<file path="src/rtl/lfr_pkg.sv">
package lfr_pkg;

    localparam int STATE_W = 2;
    localparam int KIND_W  = 2;

    typedef enum logic [STATE_W-1:0] {
        MESI_I = 2'b00,
        MESI_S = 2'b01,
        MESI_E = 2'b10,
        MESI_M = 2'b11
    } mesi_e;

    typedef enum logic [KIND_W-1:0] {
        KIND_OTHER = 2'b00,
        KIND_FILL  = 2'b01,
        KIND_ALLOC = 2'b10,
        KIND_WTHRU = 2'b11
    } kind_e;

    typedef enum logic [1:0] {
        FS_IDLE   = 2'b00,
        FS_ARMED  = 2'b01,
        FS_REPORT = 2'b10
    } fsm_e;

    typedef struct packed {
        kind_e kind;
        logic  hit_shared;
        logic  page_wt;
    } txn_attr_t;

endpackage

</file>
<file path="src/rtl/lfr_txn_latch.sv">
module lfr_txn_latch
    import lfr_pkg::*;
(
    input  logic                clk,
    input  logic                rst_n,
    input  logic                load,
    input  logic [KIND_W-1:0]   kind_in,
    input  logic                hit_in,
    input  logic                pwt_in,
    output txn_attr_t           attr
);

    always_ff @(posedge clk or negedge rst_n) begin
        if (!rst_n) begin
            attr <= '{kind: KIND_OTHER, hit_shared: 1'b0, page_wt: 1'b0};
        end else if (load) begin
            attr <= '{kind: kind_e'(kind_in), hit_shared: hit_in, page_wt: pwt_in};
        end
    end

endmodule

</file>
<file path="src/rtl/lfr_ro_capture.sv">
module lfr_ro_capture (
    input  logic clk,
    input  logic rst_n,
    input  logic clear,
    input  logic armed,
    input  logic cache_end_n,
    input  logic mem_ro_n,
    output logic ro_seen,
    output logic ro_held,
    output logic ro_eff
);

    logic first_edge;

    assign first_edge = armed && !clear && !ro_seen && !cache_end_n;

    always_ff @(posedge clk or negedge rst_n) begin
        if (!rst_n) begin
            ro_seen <= 1'b0;
            ro_held <= 1'b0;
        end else if (clear) begin
            ro_seen <= 1'b0;
            ro_held <= 1'b0;
        end else if (first_edge) begin
            ro_seen <= 1'b1;
            ro_held <= !mem_ro_n;
        end
    end

    // A capture on the current edge is also visible to the resolver.
    always_comb begin
        if (ro_seen) begin
            ro_eff = ro_held;
        end else begin
            ro_eff = first_edge && !mem_ro_n;
        end
    end

endmodule

</file>
<file path="src/rtl/lfr_resolve.sv">
module lfr_resolve
    import lfr_pkg::*;
(
    input  txn_attr_t               attr,
    input  logic                    ro_active,
    input  logic                    policy_wb_n,
    input  logic                    direct_mod_n,
    output logic                    qualify,
    output logic [STATE_W-1:0]      resolved
);

    logic upgrade_cand;
    logic wt_forced;
    logic dm_live;

    always_comb begin
        upgrade_cand = (attr.kind == KIND_WTHRU) && attr.hit_shared
                       && !attr.page_wt && !ro_active;
        unique case (attr.kind)
            KIND_FILL, KIND_ALLOC: qualify = 1'b1;
            KIND_WTHRU:            qualify = upgrade_cand;
            default:               qualify = 1'b0;
        endcase
        wt_forced = qualify && !policy_wb_n;
        dm_live   = qualify && !direct_mod_n && !wt_forced && !ro_active;
        if (attr.page_wt || ro_active || wt_forced) begin
            resolved = MESI_S;
        end else if (dm_live) begin
            resolved = MESI_M;
        end else begin
            resolved = MESI_E;
        end
    end

endmodule

</file>
<file path="src/rtl/lfr_top.sv">
module lfr_top
    import lfr_pkg::*;
(
    input  logic                clk,
    input  logic                rst_n,
    input  logic                txn_start,
    input  logic [KIND_W-1:0]   txn_kind,
    input  logic                hit_shared,
    input  logic                page_wt,
    input  logic                cache_end_n,
    input  logic                mem_ro_n,
    input  logic                snoop_end_n,
    input  logic                policy_wb_n,
    input  logic                direct_mod_n,
    output logic [STATE_W-1:0]  state_out,
    output logic                state_vld
);

    fsm_e               state_q;
    fsm_e               state_d;
    txn_attr_t          attr;
    logic               armed;
    logic               ro_seen;
    logic               ro_held;
    logic               ro_eff;
    logic               qualify;
    logic [STATE_W-1:0] resolved;
    logic               sample_now;
    logic [STATE_W-1:0] result_q;

    assign armed      = (state_q == FS_ARMED);
    assign sample_now = armed && !txn_start && !snoop_end_n;

    lfr_txn_latch u_latch (
        .clk     (clk),
        .rst_n   (rst_n),
        .load    (txn_start),
        .kind_in (txn_kind),
        .hit_in  (hit_shared),
        .pwt_in  (page_wt),
        .attr    (attr)
    );

    lfr_ro_capture u_ro (
        .clk         (clk),
        .rst_n       (rst_n),
        .clear       (txn_start),
        .armed       (armed),
        .cache_end_n (cache_end_n),
        .mem_ro_n    (mem_ro_n),
        .ro_seen     (ro_seen),
        .ro_held     (ro_held),
        .ro_eff      (ro_eff)
    );

    lfr_resolve u_res (
        .attr         (attr),
        .ro_active    (ro_eff),
        .policy_wb_n  (policy_wb_n),
        .direct_mod_n (direct_mod_n),
        .qualify      (qualify),
        .resolved     (resolved)
    );

    always_comb begin
        state_d = state_q;
        unique case (state_q)
            FS_IDLE:   if (txn_start) state_d = FS_ARMED;
            FS_ARMED:  begin
                if (txn_start)         state_d = FS_ARMED;
                else if (!snoop_end_n) state_d = FS_REPORT;
            end
            FS_REPORT: state_d = txn_start ? FS_ARMED : FS_IDLE;
            default:   state_d = FS_IDLE;
        endcase
    end

    always_ff @(posedge clk or negedge rst_n) begin
        if (!rst_n) begin
            state_q <= FS_IDLE;
        end else begin
            state_q <= state_d;
        end
    end

    always_ff @(posedge clk or negedge rst_n) begin
        if (!rst_n) begin
            result_q <= MESI_I;
        end else if (sample_now) begin
            result_q <= resolved;
        end
    end

    assign state_out = result_q;
    assign state_vld = (state_q == FS_REPORT);

endmodule

</file>
<file path="config.mk">
export PLATFORM = sky130hd
export DESIGN_NAME = lfr_top
export DESIGN_NICKNAME = d
export VERILOG_FILES = /design/src/rtl/lfr_pkg.sv /design/src/rtl/lfr_txn_latch.sv /design/src/rtl/lfr_ro_capture.sv /design/src/rtl/lfr_resolve.sv /design/src/rtl/lfr_top.sv
export SDC_FILE = /design/constraint.sdc
export NUM_CORES = 1
export LEC_CHECK = 0
export BUFFER_PORTS_ARGS = -buffer_cell sky130_fd_sc_hd__buf_2
export CAP_MARGIN = 10
export CORE_AREA = 2 2 39 41
export CTS_CLUSTER_DIAMETER = 40
export DETAILED_ROUTE_END_ITERATION = 6
export DIE_AREA = 0 0 41 43
export GPL_ROUTABILITY_DRIVEN = 1
export MAX_ROUTING_LAYER = met4
export SETUP_SLACK_MARGIN = 0.4
export SYNTH_ARGS = -nofsm -noshare
export SYNTH_HDL_FRONTEND = slang
export SYNTH_SLANG_ARGS = --single-unit
</file>
<file path="constraint.sdc">
create_clock -name clk -period 2.32 [get_ports clk]
set_clock_uncertainty 0.1 [all_clocks]
set_input_delay 0.464 -clock clk [delete_from_list [all_inputs] [get_ports clk]]
set_output_delay 0.464 -clock clk [all_outputs]
set_load 0.02 [all_outputs]
</file>
==> results of run 1 <==
==> routing by layer <==
metal | vias up | track usage
li1 | 180 | -
met1 | 181 | 0.128
met2 | 13 | 0.172
met3 | 2 | 0.0628
met4 | 0 | 0.0800
met5 | - | -
==> worst max-delay path by stage <==
stage	start	to	depth (start not counted)	slack, ns
after floorplan	state_q[1]$_DFFE_PN0P_	state_vld	1	0.97
after global placement	txn_start	state_out[0]$_DFFE_PN0P_	4	0.78
after detailed placement	txn_start	state_out[0]$_DFFE_PN0P_	4	0.73
after CTS	state_q[1]$_DFFE_PN0P_	state_vld	2	0.70
after global routing	state_q[1]$_DFFE_PN0P_	state_vld	2	0.64
final	state_q[1]$_DFFE_PN0P_	state_vld	2	0.72
==> final cells by class <==
cell class                 count  share of cell area
clock buffer                   4              0.0598
inverter                       4              0.0247
multi-input combinational     26               0.338
sequential                    10               0.412
tap                           16              0.0330
timing repair buffer          15               0.132
==> cells by family after synthesis <==
group,after synthesis,share of synthesized area
AO/OA/AOI/OAI,11,0.145
AND/OR/NAND/NOR,10,0.161
flip-flops,10,0.519
buffers and inverters,5,0.0545
multiplexers,3,0.0675
adder cells (fa/ha/maj),2,0.0519
==> flip-flops by register name, indices dropped and copies added (netlist names) <==
register	count
u_latch.attr	4
u_ro.ro_seen	1
u_ro.ro_held	1
state_q	2
state_out	2
==> cell usage in the layout (no fill, tap or decap), drive strengths merged, types with 2 or more instances in the layout <==
cell type / count
clkbuf: 4
nor4b: 2
inv: 4
dfrtp: 10
a21oi: 3
o21ai: 3
buf: 14
nand2: 2
nor2: 4
ha: 2
mux2: 2
==> critical path: cells and delay by family (launching register included) <==
family	cells	cell delay [ns]
buffers and inverters	1	0.16
DFF	1	0.45
and+or+nand+nor	1	0.15
==> power breakdown <==
group / switching [W] / leakage (nW) / internal (W)
registers: 0.0000136 / 0.122 / 0.000195
clock network: 0.0000617 / 0.0210 / 0.0000953
logic: 0.0000447 / 0.156 / 0.0000408
total: 0.000120 / 0.299 / 0.000331
==> stage by stage <==
| stage | utilization | instance area [µm²] |
|---|---|---|
| floorplan | - | 482 |
| finish | 0.439 | 607 |
| global placement | 0.405 | 561 |
| detailed placement | 0.405 | 561 |
| global route | 0.439 | 607 |
| CTS | 0.439 | 607 |
==> impl_results.md, run 1 <==
- Routed length per instance: roughly 11 µm
- Nets: 74
- Register-to-Register Setup Slack: between 0.9 and 1 ns
- Avg Vias per Cell: 5.01
- Worst r2r path cells: 5
- Netlist cell types: 20
- Max Slew Vio Count: 0
- P_leak: approximately 0.3 nW
- DR top layer: met4
- Post-synth top flop: dfrtp_1
- Diodes inserted: 0
- Fill cell count: approximately 150
- Antenna violations before repair: 0
- Largest net degree at the start of global routing: 12
- Post-synth top area share: 0.519
- Max incr delay on CP: 0.45 ns
- Htree depth: 1
- Die height: 43 µm
- Port buffer count: 14
- Post-layout min period: around 1.6 ns
- GRT Total Usage: 0.122
- Worst setup margin: 0.721 ns
- Final GP Congestion: roughly 0.79
- Pwr per Cell Area: 744 mW/mm²
- DP Worst Slack: 0.727 ns
- Commonest cells in the netlist: dfrtp_1 (10), inv_1 (4), a21oi_1 (3), nor2_1 (3), o21ai_0 (3)
- DR vias: roughly 380
- RSZ-0062 raised after global routing: no
- Cell Chain, Critical Path: nor2b_1 -> buf_2
- Final period utilization: 0.689
- Path type of the worst setup path: reg -> out
- First-pass GRT wire length: roughly 1300 µm
- Initial DRC Count: 4
- Number of synthesized register bits: 10
- Slew @ Worst Pin: approximately 0.31 ns
- Mapped Cells: between 40 and 50
- Sequential area share after synthesis: 0.519
- Post-CTS resize count: 0
- Post-CTS Hold Buffers: 1
- Clock slew at reported path FFs: approximately 0.070 ns
- Leading post-synthesis cells by cell area: dfrtp_1 (52%), ha_1 (5.2%), nor4b_4 (4.9%), mux2_2 (4.7%), a21oi_1 (3.1%)
- Maximum clock path buffer count: 2
- Critical R2R Capture: state_out[0]$_DFFE_PN0P_
- Worst min-delay path class: in -> reg
- RR Startpoint: u_latch.attr[3]$_DFFE_PN0P_
- Yosys warnings: 0
- Row cnt: 14
- Slowest CP cell: dfrtp_1
- Arrival time of the worst setup path: about 1 ns
- Achievable clock frequency: 626 MHz
- Max Cap Violations: 0
- FFs w/ async S/R, synth: 1.00
- Post-synthesis net count: 55
- Multi-input gate area: 205 µm²
- Routed length on met2: 419 µm
- CP Max Fanout: 5
- Antenna-violating nets left: 0
- Final Hold Viols: 0
- Postcts setup bufs: 0
- Overall Power: 0.000451 W
- 1st-pass router iterations: 2
- Clock sink total: 10
- Post-synthesis instance area: 482 µm²
- Area growth from synthesis to layout: 26.0%
- Global route overflow: 0
- Startpoint Class: flip-flop
- Post-synth EDFFs: 0
- Hold path endpoint: state_q[1]$_DFFE_PN0P_
- Critical Path RT: between 1.5 and 2 ns
- Synth area leader: dfrtp_1
- Metal-1 WL: 356 µm
- CTS root buffer: clkbuf_4
- Placed insts: 70
- Final TNS setup: 0 ns
- Clock latency at the later pin of the worst-skew pair: around 0.26 ns
- # IOs: 15
- CTS tree: built
- Vias in the first global route: 340
- Die Wd: a little over 40 µm
- Final setup viols: 0
- Count leader, synth: dfrtp_1
- Routed length on met3: ~57 µm
- Worst Hold Depth: 2
- Post-DP HPWL: roughly 680 µm
- Syn Area/Cell: roughly 12 µm²
- DRC violation count after routing: 0
- Initial Util: 0.348
- Layout cells sized above 1: 0.390
- Die area: between 0.0015 and 0.002 mm²
- Crit path capture type: primary output
- Outcome: complete, no violations
- Total CTS buffers: 3
- Max VDD drop: between 0.3 and 0.4 mV
- FF+latch area: around 250 µm²
- Post-Route WL: about 850 µm
- Final cell count without fillers: 75
- Hold slack: about 0.32 ns
- Core area: 0.00138 mm²
- Worst slew margin: 0.795
- Hold path start: snoop_end_n
No activity file was read; power rests on OpenSTA's default activity.
==> run 2: changes to the inputs <==
- clock period: 2.32 -> 1.5 ns (I/O delays scaled with it)
==> run 2 against run 1 <==
Against the previous run:
- register-to-register slack got worse by 0.80 ns
- clock power increased by 59%
- combinational power up 120%
- utilization up 6.3 points
- sequential share of layout area is 5.0 points lower
- wire length rose by 5.3%
- clock-buffer cell count unchanged
- global-route usage shrank 0.14 points
- first-iteration DRC count shrank 50%
- critical path depth unchanged
- via count grew 1.3%
- critical endpoint unchanged
- largest cell class unchanged
- highest routed layer unchanged
==> impl_results.md, run 2 (same netlist as run 1, synthesis figures left out) <==
- Row cnt: 14 (unchanged)
- Final GP Congestion: 0.660 (was 0.793)
- Max FFs per register: 4 (unchanged)
- Max Cap Violations: 0 (unchanged)
- # IOs: 15 (unchanged)
- Biggest register: u_latch.attr (unchanged)
- Commonest non-fill, non-tap cell in the layout: buf_2 (unchanged)
- First-pass GRT wire length: 1350 µm (was 1320 µm)
- Achievable clock frequency: 729 MHz
- RR Startpoint: state_q[1]$_DFFE_PN0P_ (was u_latch.attr[3]$_DFFE_PN0P_)
- Worst Hold Depth: 3 (was 2)
- Avg Vias per Cell: 4.76 (was 5.01)
- Design area: 694 µm² (was 607 µm²)
- CTS tree: built (unchanged)
- Htree depth: 1 (unchanged)
- Vias in the first global route: 349 (was 340)
- Maximum clock path buffer count: 2 (unchanged)
- Final TNS setup: 0 ns (unchanged)
- Hold path start: txn_kind[0] (was snoop_end_n)
- Die height: 43 µm (unchanged)
- Die area: 0.00176 mm² (unchanged)
- Worst min-delay path class: in -> reg (unchanged)
- Diodes inserted: 0 (unchanged)
- Startpoint Class: flip-flop (unchanged)
- Core area: 0.00138 mm² (unchanged)
- P_leak: 0.335 nW (was 0.299 nW)
- DRC violation count after routing: 0 (unchanged)
- Worst r2r path cells: 4 (was 5)
- Path type of the worst setup path: reg -> out (unchanged)
- Crit path capture type: primary output (unchanged)
- Clock slew at reported path FFs: 0.07 ns (about the same)
- Post-Route WL: 890 µm (was 845 µm)
- Routed length per instance: 11.1 µm (was 11.3 µm)
- CTS root buffer: clkbuf_4 (unchanged)
- Area growth from synthesis to layout: 44.2% (was 26.0%)
- Nets: 79 (was 74)
- GRT Total Usage: 0.121 (was 0.122)
- Post-DP HPWL: 644 µm (was 676 µm)
- Slew @ Worst Pin: 0.247 ns (was 0.306 ns)
- Placed cell area: 572 µm² (was 561 µm²)
- Layout cells sized above 1: 0.516 (was 0.390)
- Pwr per Cell Area: 1100 mW/mm² (was 744 mW/mm²)
- Initial Util: 0.348 (unchanged)
- Final period utilization: 0.914
- Fill cell count: 130 (was 148)
- Antenna-violating nets left: 0 (unchanged)
- Clock sink total: 10 (unchanged)
- RSZ-0062 raised after global routing: yes (was no)
- Die Wd: 41 µm (unchanged)
- Port buffer count: 14 (unchanged)
- DR vias: 381 (was 376)
- Max Slew Vio Count: 0 (unchanged)
- CP Max Fanout: 3 (was 5)
- Worst setup path startpoint: state_q[1]$_DFFE_PN0P_ (unchanged)
- Global route overflow: 0 (unchanged)
- Overall Power: 0.000764 W (was 0.000451 W)
- Critical Path RT: 1.10 ns (was 1.76 ns)
- Clock latency at the later pin of the worst-skew pair: 0.27 ns (was 0.26 ns)
- Worst slew margin: 0.835 (was 0.795)
- Post-layout min period: ~1.4 ns
- 1st-pass router iterations: 4 (was 2)
- Max VDD drop: 0.490 mV (was 0.328 mV)
- Final core utilization: 0.502 (was 0.439)
- Antenna violations before repair: 0 (unchanged)
- Arrival time of the worst setup path: 0.97 ns (was 1.03 ns)
- Final setup viols: 0 (unchanged)
- Outcome: complete, no violations (unchanged)
- Initial DRC Count: 2 (was 4)
- Total CTS buffers: 3 (unchanged)
- Largest net degree at the start of global routing: 12 (unchanged)
- Most frequent cells in the layout: buf_2 (11), dfrtp_1 (9), buf_4 (5) (was buf_2 (14), dfrtp_1 (10), inv_1 (4))
- Final Hold Viols: 0 (unchanged)
## run 2: cell count changes in the layout (fill, tap and decap cells not counted), sizes merged
cell	delta
buf	+5
## run 2: power breakdown
| part | total [W] | switching (W) | internal (W) |
|---|---|---|---|
| registers | 0.000326 | 0.0000240 | 0.000302 |
| clock network | 0.000250 | 0.000102 | 0.000148 |
| logic | 0.000188 | 0.0000806 | 0.000107 |
## run 2: metal layers
metal	up-vias	GRT usage	wire length (µm)
met5	-	-	0
met4	0	0.0800	15
met3	2	0.0314	44
met2	10	0.163	451
met1	180	0.154	378
li1	189	-	-
## run 2: final timing paths
kind | end | slack (ns)
worst min-delay path | u_latch.attr[2]$_DFFE_PN0P_ | 0.13
worst min register to register | u_latch.attr[0]$_DFFE_PN0P_ | 0.43
min in group asynchronous | state_q[1]$_DFFE_PN0P_ | 0.31
worst max register to register | state_out[0]$_DFFE_PN0P_ | 0.17
max in group asynchronous | state_q[1]$_DFFE_PN0P_ | 0.79
worst max-delay path | state_vld | 0.13
## run 2: final cells by class
| type | instances | area (µm²) | share of cell area |
|---|---|---|---|
| tap | 16 | 20.0 | 0.0288 |
| inverter | 4 | 15.0 | 0.0216 |
| timing repair buffer | 20 | 136 | 0.196 |
| multi-input combinational | 26 | 235 | 0.339 |
| sequential | 10 | 251 | 0.362 |
| clock buffer | 4 | 36.3 | 0.0523 |
## run 2: critical path, stage by stage (launching register included)
cell and delay (ns):
dfrtp_2 0.42, nor2b_1 0.13, buf_4 0.15
## run 2: timing repair
| item | 4_1_cts | 5_1_grt |
|---|---|---|
| setup endpoints to repair | 6 | 8 |
| pin swaps | 0 | 3 |
| gates resized for setup | 5 | 6 |
| endpoints found under the hold margin | 10 | 0 |
| hold buffers | 1 | 0 |
| buffers inserted | 4 | 0 |
## run 2: through the flow
step	instances	hold WS (ns)	worst slack, ns
after floorplan	41	-0.0956	0.261
after global placement	71	0.0732	0.172
after detailed placement	71	0.0756	0.169
after CTS	80	0.134	0.131
after global routing	80	0.160	0.0839
final	80	0.135	0.128
